**src/rtl/xlat_pkg.sv**
```systemverilog
package xlat_pkg;

  typedef enum logic [2:0] {
    ST_IDLE,
    ST_LOOKUP,
    ST_WALK_REQ,
    ST_WALK_WAIT,
    ST_FILL,
    ST_FAULT
  } walk_state_e;

  localparam logic [1:0] KIND_FETCH = 2'd0;
  localparam logic [1:0] KIND_LOAD  = 2'd1;
  localparam logic [1:0] KIND_STORE = 2'd2;

endpackage

```
**src/rtl/xlat_cam.sv**
```systemverilog
module xlat_cam #(
  parameter int ENTRIES = 8,
  parameter int PN_W    = 16,
  parameter int FRAME_W = 8
) (
  input  logic               clk,
  input  logic               rst_n,
  input  logic               flush_i,
  input  logic [PN_W-1:0]    look_pn_i,
  output logic               hit_o,
  output logic [FRAME_W-1:0] hit_frame_o,
  input  logic               fill_en_i,
  input  logic [PN_W-1:0]    fill_pn_i,
  input  logic [FRAME_W-1:0] fill_frame_i
);

  localparam int IDX_W = (ENTRIES > 1) ? $clog2(ENTRIES) : 1;

  logic               vld_q [ENTRIES];
  logic [PN_W-1:0]    tag_q [ENTRIES];
  logic [FRAME_W-1:0] frm_q [ENTRIES];
  logic [ENTRIES-1:0] match;
  logic [IDX_W-1:0]   ptr_q;

  // Named event: a fill that actually lands (flush wins, R10)
  logic ev_fill_commit;
  assign ev_fill_commit = fill_en_i && !flush_i;

  for (genvar i = 0; i < ENTRIES; i++) begin : g_ent
    always_ff @(posedge clk or negedge rst_n) begin
      if (!rst_n) begin
        vld_q[i] <= 1'b0;
        tag_q[i] <= '0;
        frm_q[i] <= '0;
      end else if (flush_i) begin
        vld_q[i] <= 1'b0;
      end else if (ev_fill_commit && ptr_q == IDX_W'(i)) begin
        vld_q[i] <= 1'b1;
        tag_q[i] <= fill_pn_i;
        frm_q[i] <= fill_frame_i;
      end
    end
    assign match[i] = vld_q[i] && (tag_q[i] == look_pn_i);
  end

  // Round-robin victim pointer
  always_ff @(posedge clk or negedge rst_n) begin
    if (!rst_n) begin
      ptr_q <= '0;
    end else if (ev_fill_commit) begin
      ptr_q <= (ptr_q == IDX_W'(ENTRIES - 1)) ? '0 : ptr_q + 1'b1;
    end
  end

  always_comb begin
    hit_frame_o = '0;
    for (int i = 0; i < ENTRIES; i++) begin
      if (match[i]) hit_frame_o = hit_frame_o | frm_q[i];
    end
  end
  assign hit_o = |match;

  // Fills happen only on misses, so a page never sits in two slots
  assert_unique_hit_R6: assert property (@(posedge clk) disable iff (!rst_n)
    $onehot0(match));

  assert_flush_clears_R10: assert property (@(posedge clk) disable iff (!rst_n)
    flush_i |=> !hit_o);

endmodule

```
**src/rtl/xlat_walker.sv**
```systemverilog
module xlat_walker
  import xlat_pkg::*;
#(
  parameter int VA_W    = 32,
  parameter int PN_W    = 16,
  parameter int FRAME_W = 8,
  parameter int MA_W    = 32,
  parameter int MD_W    = 32
) (
  input  logic                        clk,
  input  logic                        rst_n,
  input  logic [MA_W-1:0]             ptbase_i,
  input  logic                        req_valid_i,
  output logic                        req_ready_o,
  input  logic [VA_W-1:0]             req_va_i,
  input  logic [1:0]                  req_kind_i,
  output logic                        rsp_valid_o,
  output logic [FRAME_W+VA_W-PN_W-1:0] rsp_pa_o,
  output logic [1:0]                  rsp_kind_o,
  output logic                        rsp_fault_o,
  output logic [VA_W-1:0]             rsp_bad_va_o,
  output logic                        mem_req_valid_o,
  input  logic                        mem_req_ready_i,
  output logic [MA_W-1:0]             mem_req_addr_o,
  input  logic                        mem_rsp_valid_i,
  input  logic [MD_W-1:0]             mem_rsp_data_i,
  output logic [PN_W-1:0]             look_pn_o,
  input  logic                        hit_i,
  input  logic [FRAME_W-1:0]          hit_frame_i,
  output logic                        fill_en_o,
  output logic [PN_W-1:0]             fill_pn_o,
  output logic [FRAME_W-1:0]          fill_frame_o
);

  localparam int OFF_W     = VA_W - PN_W;
  localparam int PA_W      = FRAME_W + OFF_W;
  localparam int VALID_BIT = MD_W - 1;

  function automatic logic [PN_W-1:0] page_of(input logic [VA_W-1:0] va);
    return va[VA_W-1 -: PN_W];
  endfunction

  function automatic logic [OFF_W-1:0] offset_of(input logic [VA_W-1:0] va);
    return va[OFF_W-1:0];
  endfunction

  function automatic logic [PA_W-1:0] join_pa(input logic [FRAME_W-1:0] fr,
                                               input logic [VA_W-1:0] va);
    return {fr, offset_of(va)};
  endfunction

  function automatic logic [MA_W-1:0] pte_addr(input logic [MA_W-1:0] base,
                                               input logic [PN_W-1:0] pn);
    return base + {{(MA_W-PN_W){1'b0}}, pn};
  endfunction

  walk_state_e        state_q, state_d;
  logic [VA_W-1:0]    va_q;
  logic [1:0]         kind_q;
  logic [FRAME_W-1:0] frame_q;
  logic [MA_W-1:0]    maddr_q;

  // Named internal events
  logic ev_accept, ev_hit, ev_miss, ev_walk_issue, ev_pte_arrive, ev_fill, ev_fault;
  assign ev_accept     = req_valid_i && req_ready_o;
  assign ev_hit        = (state_q == ST_LOOKUP) && hit_i;
  assign ev_miss       = (state_q == ST_LOOKUP) && !hit_i;
  assign ev_walk_issue = mem_req_valid_o && mem_req_ready_i;
  assign ev_pte_arrive = (state_q == ST_WALK_WAIT) && mem_rsp_valid_i;
  assign ev_fill       = (state_q == ST_FILL);
  assign ev_fault      = (state_q == ST_FAULT);

  assign req_ready_o     = (state_q == ST_IDLE);
  assign mem_req_valid_o = (state_q == ST_WALK_REQ);
  assign mem_req_addr_o  = maddr_q;
  assign look_pn_o       = page_of(va_q);
  assign fill_en_o       = ev_fill;
  assign fill_pn_o       = page_of(va_q);
  assign fill_frame_o    = frame_q;

  always_comb begin
    state_d = state_q;
    unique case (state_q)
      ST_IDLE:      if (ev_accept) state_d = ST_LOOKUP;
      ST_LOOKUP:    state_d = hit_i ? ST_IDLE : ST_WALK_REQ;
      ST_WALK_REQ:  if (mem_req_ready_i) state_d = ST_WALK_WAIT;
      ST_WALK_WAIT: if (mem_rsp_valid_i)
                      state_d = mem_rsp_data_i[VALID_BIT] ? ST_FILL : ST_FAULT;
      ST_FILL:      state_d = ST_IDLE;
      ST_FAULT:     state_d = ST_IDLE;
      default:      state_d = ST_IDLE;
    endcase
  end

  always_ff @(posedge clk or negedge rst_n) begin
    if (!rst_n) begin
      state_q      <= ST_IDLE;
      va_q         <= '0;
      kind_q       <= KIND_FETCH;
      frame_q      <= '0;
      maddr_q      <= '0;
      rsp_valid_o  <= 1'b0;
      rsp_pa_o     <= '0;
      rsp_kind_o   <= KIND_FETCH;
      rsp_fault_o  <= 1'b0;
      rsp_bad_va_o <= '0;
    end else begin
      state_q     <= state_d;
      rsp_valid_o <= 1'b0;
      if (ev_accept) begin
        va_q   <= req_va_i;
        kind_q <= req_kind_i;
      end
      if (ev_miss) maddr_q <= pte_addr(ptbase_i, page_of(va_q));
      if (ev_pte_arrive) frame_q <= mem_rsp_data_i[FRAME_W-1:0];
      if (ev_hit || ev_fill) begin
        rsp_valid_o  <= 1'b1;
        rsp_pa_o     <= join_pa(ev_hit ? hit_frame_i : frame_q, va_q);
        rsp_kind_o   <= kind_q;
        rsp_fault_o  <= 1'b0;
        rsp_bad_va_o <= '0;
      end else if (ev_fault) begin
        rsp_valid_o  <= 1'b1;
        rsp_pa_o     <= '0;
        rsp_kind_o   <= kind_q;
        rsp_fault_o  <= 1'b1;
        rsp_bad_va_o <= va_q;
      end
    end
  end

  assert_hit_no_mem_R5: assert property (@(posedge clk) disable iff (!rst_n)
    ev_hit |=> rsp_valid_o && !rsp_fault_o && !mem_req_valid_o);

  assert_fill_answers_R6: assert property (@(posedge clk) disable iff (!rst_n)
    ev_fill |=> rsp_valid_o && !rsp_fault_o);

  assert_fault_va_R7: assert property (@(posedge clk) disable iff (!rst_n)
    ev_fault |=> rsp_valid_o && rsp_fault_o && (rsp_bad_va_o == $past(va_q)));

  assert_busy_refuse_R8: assert property (@(posedge clk) disable iff (!rst_n)
    ev_accept |=> !req_ready_o);

  assert_req_hold_R8: assert property (@(posedge clk) disable iff (!rst_n)
    (mem_req_valid_o && !mem_req_ready_i) |=> mem_req_valid_o && $stable(mem_req_addr_o));

  assert_walk_single_R8: assert property (@(posedge clk) disable iff (!rst_n)
    ev_walk_issue |=> !mem_req_valid_o);

  assert_one_pulse_R11: assert property (@(posedge clk) disable iff (!rst_n)
    rsp_valid_o |=> !rsp_valid_o);

endmodule

```
**src/rtl/xlat_buffer.sv**
```systemverilog
module xlat_buffer #(
  parameter int VA_W    = 32,
  parameter int PN_W    = 16,
  parameter int FRAME_W = 8,
  parameter int ENTRIES = 8,
  parameter int MA_W    = 32,
  parameter int MD_W    = 32,
  localparam int PA_W   = FRAME_W + VA_W - PN_W
) (
  input  logic               clk,
  input  logic               rst_n,
  input  logic               flush_i,
  input  logic [MA_W-1:0]    ptbase_i,
  input  logic               req_valid_i,
  output logic               req_ready_o,
  input  logic [VA_W-1:0]    req_va_i,
  input  logic [1:0]         req_kind_i,
  output logic               rsp_valid_o,
  output logic [PA_W-1:0]    rsp_pa_o,
  output logic [1:0]         rsp_kind_o,
  output logic               rsp_fault_o,
  output logic [VA_W-1:0]    rsp_bad_va_o,
  output logic               mem_req_valid_o,
  input  logic               mem_req_ready_i,
  output logic [MA_W-1:0]    mem_req_addr_o,
  input  logic               mem_rsp_valid_i,
  input  logic [MD_W-1:0]    mem_rsp_data_i
);

  logic [PN_W-1:0]    look_pn;
  logic               hit;
  logic [FRAME_W-1:0] hit_frame;
  logic               fill_en;
  logic [PN_W-1:0]    fill_pn;
  logic [FRAME_W-1:0] fill_frame;

  xlat_cam #(.ENTRIES(ENTRIES), .PN_W(PN_W), .FRAME_W(FRAME_W)) u_cam (
    .clk(clk), .rst_n(rst_n), .flush_i(flush_i),
    .look_pn_i(look_pn), .hit_o(hit), .hit_frame_o(hit_frame),
    .fill_en_i(fill_en), .fill_pn_i(fill_pn), .fill_frame_i(fill_frame)
  );

  xlat_walker #(.VA_W(VA_W), .PN_W(PN_W), .FRAME_W(FRAME_W),
                .MA_W(MA_W), .MD_W(MD_W)) u_walk (
    .clk(clk), .rst_n(rst_n), .ptbase_i(ptbase_i),
    .req_valid_i(req_valid_i), .req_ready_o(req_ready_o),
    .req_va_i(req_va_i), .req_kind_i(req_kind_i),
    .rsp_valid_o(rsp_valid_o), .rsp_pa_o(rsp_pa_o), .rsp_kind_o(rsp_kind_o),
    .rsp_fault_o(rsp_fault_o), .rsp_bad_va_o(rsp_bad_va_o),
    .mem_req_valid_o(mem_req_valid_o), .mem_req_ready_i(mem_req_ready_i),
    .mem_req_addr_o(mem_req_addr_o), .mem_rsp_valid_i(mem_rsp_valid_i),
    .mem_rsp_data_i(mem_rsp_data_i),
    .look_pn_o(look_pn), .hit_i(hit), .hit_frame_i(hit_frame),
    .fill_en_o(fill_en), .fill_pn_o(fill_pn), .fill_frame_o(fill_frame)
  );

endmodule

```
**config.mk**
```make
export PLATFORM = sky130hd
export DESIGN_NAME = xlat_buffer
export DESIGN_NICKNAME = d
export VERILOG_FILES = /design/src/rtl/xlat_pkg.sv /design/src/rtl/xlat_cam.sv /design/src/rtl/xlat_walker.sv /design/src/rtl/xlat_buffer.sv
export SDC_FILE = /design/constraint.sdc
export NUM_CORES = 1
export LEC_CHECK = 0
export BUFFER_PORTS_ARGS = -buffer_cell sky130_fd_sc_hd__buf_2
export CAP_MARGIN = 40
export CORE_MARGIN = 4
export CORE_UTILIZATION = 58
export DETAILED_ROUTE_END_ITERATION = 6
export PLACE_DENSITY = 0.8
export SLEW_MARGIN = 5
export SYNTH_ARGS = -nofsm -noshare
export SYNTH_HDL_FRONTEND = slang
export SYNTH_SLANG_ARGS = --single-unit
export TNS_END_PERCENT = 50
```
**constraint.sdc**
```tcl
create_clock -name clk -period 3.35 [get_ports clk]
set_input_delay 0.1675 -clock clk [delete_from_list [all_inputs] [get_ports clk]]
set_output_delay 0.1675 -clock clk [all_outputs]
set_load 0.05 [all_outputs]
```
==> impl_summary.md <==
Run status
The flow ran to the end, and the final reports show no timing, DRC or antenna violations.

Clock network
Clock tree synthesis found a total of 340 sinks. The maximum count of clock buffers along a single path is 3. The root buffer cell chosen for the clock tree is sky130_fd_sc_hd__clkbuf_16. The maximum level of the CTS H-tree is 2. The clock tree from TritonCTS is yes. Post-CTS timing repair inserted 0 buffers for setup. The number of clock buffers inserted by TritonCTS is 35. For the worst-skew pair, the clock arrives at the later sink with an insertion delay of 510 ps.

The clock transition at the registers of the reported paths is 60 ps.

Cells and area
The area added between synthesis and finish is 19.16%. The number of nets in the finished design is 1574. In the final layout, the share of cells above drive strength 1 is 0.3722. The number of fill cells in the layout is 1748. The area of all placed cells without fillers is 18630 µm².

The number of antenna repair diodes is 0.

Synthesis
The share of the Yosys chip area taken by registers is 0.5442. The yosys synthesis warning count is 0. The most frequently used cell type in the post-synthesis netlist is sky130_fd_sc_hd__dfrtp_1. Counting every instance in the synthesized netlist gives 1210. After synthesis the netlist holds a flip-flop and latch count of 340. After synthesis, the share of flip-flops with an asynchronous set or reset is 1.000. A synthesized cell averages 12.92 µm². The number of different library cells in the post-synthesis netlist is 49. The most used flip-flop cell after synthesis is sky130_fd_sc_hd__dfrtp_1. The biggest area contributor in the post-synthesis netlist is sky130_fd_sc_hd__dfrtp_1. By count the netlist is led by 340 x sky130_fd_sc_hd__dfrtp_1, 250 x sky130_fd_sc_hd__mux2_2, 106 x sky130_fd_sc_hd__xor2_1. By area the synthesized netlist is led by sky130_fd_sc_hd__dfrtp_1 54%, sky130_fd_sc_hd__mux2_2 18%, sky130_fd_sc_hd__xor2_1 5.9%.

The post-synth design cell area is 15630 µm². The share of synthesized area in the top cell type comes to 0.5442. The number of flops mapped to enable cells by yosys is 0.

Counting every net in the synthesized netlist gives 1337.

Floorplanning
For this design the top-level I/O count stands at 198. The initial core utilization is 0.5949. The number of core rows is 59. After floorplanning, the core was sized to cover 26280 µm². The die area is 29650 µm². The width of the die is 172.2 µm. The vertical extent of the die is 172.2 µm.

STA
Setup violations remaining at the end of the flow were counted as 0. The number of pins with negative max-slew slack in the final report is 0. Setup total negative slack on the finished layout was measured at 0 ps. For this run, the top clock speed supported by timing is 0.3160 GHz. The worst path needs 3165 ps of the cycle, external delays included. Setup repair after global routing left no endpoint under its margin.

The hold violation count in the final report is 0. The remaining max-slew budget at the tightest pin is 0.4277. Between clock sinks in the finished design, the worst skew comes to 12.34 ps. The share of the cycle needed by the critical path after routing is 0.9447. The actual transition at the worst max-transition pin is 855.3 ps.

Drt
The routed layout has 10.71k vias. The DRC violation total after the first TritonRoute iteration is 827. The number of DRC violations after detailed routing is 0. The post-detailed-routing wire length is 37.45 mm. The first detailed-routing pass ran for 4 iterations. The per-cell routed wire length is 20.78 µm.

The number of antenna-violating nets in the routed design is 0. The average vias per placed instance is 5.946.

Global route
The initial antenna violation count was 0. The largest net degree at the start of global routing is 96. For this run, the total global-route usage over all layers was measured as 0.2492. Global routing finished with a remaining overflow of 0. The via count of the first global-routing pass is 10.97k.

The wire length of the first global-routing pass is 58.57 mm.

Placement
The placed instances occupy a cell area of 17060 µm². The weighted congestion reported at the end of routability-driven placement is 0.8800. The port buffer count is 174.

Detailed placement ended at an HPWL of 24.21 mm.

Setup path
The arrival time at the worst endpoint is 3550 ps. STA classifies the critical path endpoint as a flop. The critical path's most frequent cell is sky130_fd_sc_hd__o21ai_0. The worst register-to-register path ends at u_walk.mem_req_addr_o[17]$_DFFE_PN0P_. The critical path launch point is u_walk.va_q[18]$_DFFE_PN0P_. The slack of the worst reg-to-reg path is 190 ps. In this run the critical register-to-register path is launched from u_walk.va_q[18]$_DFFE_PN0P_. In this design, the stage delay of the slowest critical-path cell is 600 ps. Measured in cells, the most critical reg-to-reg path has a length of 9. At the worst endpoint, the required time is 3740 ps. The critical path launch point type is a flop. The critical-path cell with the highest stage delay is sky130_fd_sc_hd__dfrtp_1.

The critical path goes through ha_1, o21ai_0, o21ai_0, o2111ai_1, a31oi_1, and3_1, o21ai_0, xnor2_1, mux2_2. By startpoint and endpoint, the worst setup path is classified as flop to flop. The largest fanout on the critical path is 12.

Power
The highest ir drop seen on vdd is 0.0003506 V. In this run the power density over the cells is 935.5 nW/µm². The analysis attributes to cell leakage a power of 9.291 nW.

Worst hold path
The terminating pin of the worst hold path is u_walk.mem_req_addr_o[31]$_DFFE_PN0P_. The path class of the tightest hold or removal check is primary input to flop. The startpoint of the lowest-slack hold path is ptbase_i[31]. The number of cells on the worst hold path is 3.

Flow run
Across the run, the number of max-cap violations was 0.
==> placed cells by master (no fill, tap or decap), types with 3 or more instances in the layout <==
cell | synthesis | layout
sky130_fd_sc_hd__nand4_1 | 11 | 11
sky130_fd_sc_hd__and3_1 | 5 | 5
sky130_fd_sc_hd__inv_1 | 19 | 19
sky130_fd_sc_hd__o2111ai_1 | 5 | 5
sky130_fd_sc_hd__dlygate4sd3_1 | 0 | 46
sky130_fd_sc_hd__a22o_1 | 56 | 56
sky130_fd_sc_hd__a221o_1 | 8 | 8
sky130_fd_sc_hd__nand3_1 | 19 | 19
sky130_fd_sc_hd__nor4_1 | 16 | 16
sky130_fd_sc_hd__a21oi_1 | 22 | 22
sky130_fd_sc_hd__nor2_1 | 18 | 18
sky130_fd_sc_hd__o21ai_0 | 29 | 29
sky130_fd_sc_hd__a31oi_1 | 10 | 10
sky130_fd_sc_hd__buf_12 | 0 | 8
sky130_fd_sc_hd__xor2_1 | 106 | 106
sky130_fd_sc_hd__or3_1 | 3 | 3
sky130_fd_sc_hd__xnor2_1 | 48 | 48
sky130_fd_sc_hd__nand2b_1 | 3 | 3
sky130_fd_sc_hd__a21o_1 | 5 | 5
sky130_fd_sc_hd__mux2_2 | 250 | 250
sky130_fd_sc_hd__nor4_2 | 8 | 8
sky130_fd_sc_hd__ha_1 | 22 | 22
sky130_fd_sc_hd__clkinv_2 | 0 | 3
sky130_fd_sc_hd__clkbuf_16 | 0 | 37
sky130_fd_sc_hd__buf_2 | 10 | 173
sky130_fd_sc_hd__nor3_1 | 15 | 15
sky130_fd_sc_hd__a221oi_1 | 8 | 8
sky130_fd_sc_hd__dfrtp_1 | 340 | 340
sky130_fd_sc_hd__o211ai_1 | 3 | 3
sky130_fd_sc_hd__nand2_1 | 57 | 57
sky130_fd_sc_hd__clkbuf_1 | 42 | 10
sky130_fd_sc_hd__clkbuf_8 | 0 | 5
sky130_fd_sc_hd__buf_4 | 5 | 53
sky130_fd_sc_hd__a22oi_1 | 16 | 16
==> worst max-delay path by stage <==
stage	end	cells past startpoint	slack [ps]
after global placement	u_walk.rsp_kind_o[1]$_DFFE_PN0P_	9	310
after detailed placement	u_walk.rsp_pa_o[22]$_DFFE_PN0P_	10	260
final	u_walk.mem_req_addr_o[17]$_DFFE_PN0P_	9	190
after global routing	u_walk.mem_req_addr_o[29]$_DFFE_PN0P_	9	20
after CTS	u_walk.rsp_pa_o[21]$_DFFE_PN0P_	10	220
after floorplan	u_walk.va_q[10]$_DFFE_PN0P_	6	290
==> area by class of cell <==
| type | count | area, µm² | area share |
|---|---|---|---|
| multi-input cells | 768 | 6618 | 0.3552 |
| inverters | 21 | 78.83 | 0.004231 |
| clock buffers | 52 | 1032 | 0.05541 |
| well taps | 335 | 419.2 | 0.02250 |
| repair buffers | 281 | 1899 | 0.1019 |
| clock inverters | 5 | 75.07 | 0.004030 |
| flip-flops and latches | 340 | 8508 | 0.4567 |
==> worst max-delay path, delay by kind of cell (launching register included) <==
family | cells | cell delay (ps)
flip-flops | 1 | 600
adder cells (fa/ha/maj) | 1 | 470
AND/OR/NAND/NOR | 1 | 410
multiplexers | 1 | 260
XOR/XNOR | 1 | 160
AO/OA/AOI/OAI | 5 | 1140
==> logic make-up (layout without fill, tap and decap cells) <==
group | Yosys count | in the layout | synth area share
buf+inv | 102 | 359 | 0.03273
fa+ha+maj | 23 | 23 | 0.01889
mux | 252 | 252 | 0.1813
flops | 340 | 340 | 0.5442
compound gates | 169 | 169 | 0.07923
xor+xnor | 154 | 154 | 0.08627
simple gates | 170 | 170 | 0.05738
==> metrics by stage <==
stage	hold slack, ps	setup WS, ps	utilization	std cells	total power, mW
floorplan	-128.1	292.2	-	1210	11.63
global placement	196.5	314.5	0.6485	1698	13.25
detailed placement	193.7	256.7	0.6493	1699	13.55
CTS	3.554	218.3	0.7089	1802	17.43
global route	12.95	15.02	0.7089	1802	18.30
finish	28.10	185.1	0.7089	1802	17.43
==> sequential cells by signal (all words and copies together), names as in the netlist, 2 cells and up <==
register               flops
u_cam.tag_q              128
u_cam.frm_q               64
u_walk.mem_req_addr_o     32
u_walk.rsp_bad_va_o       32
u_walk.va_q               32
u_walk.rsp_pa_o           24
u_cam.vld_q                8
u_walk.fill_frame_o        8
u_cam.ptr_q                3
u_walk.state_q             3
u_walk.kind_q              2
u_walk.rsp_kind_o          2
==> report_power, final <==
part,leakage [nW],switching [mW],internal (mW)
logic,4.23,4.15,2.84
clock network,0.544,1.53,2.27
registers,4.52,1.22,5.41
==> per-layer routing <==
layer / up-vias / share of wire / GRT usage
li1: 4788 / - / -
met1: 5517 / 0.41 / 0.3199
met2: 328 / 0.51 / 0.4330
met3: 81 / 0.054 / 0.04367
met4: 0 / 0.026 / 0.08066
met5: - / 0 / 0
==> timing repair <==
action,4_1_cts,5_1_grt
setup endpoints to repair,0,0
hold buffers,46,0
resized for setup,0,0
hold endpoints to repair,125,0
No activity file was read; power rests on OpenSTA's default activity.
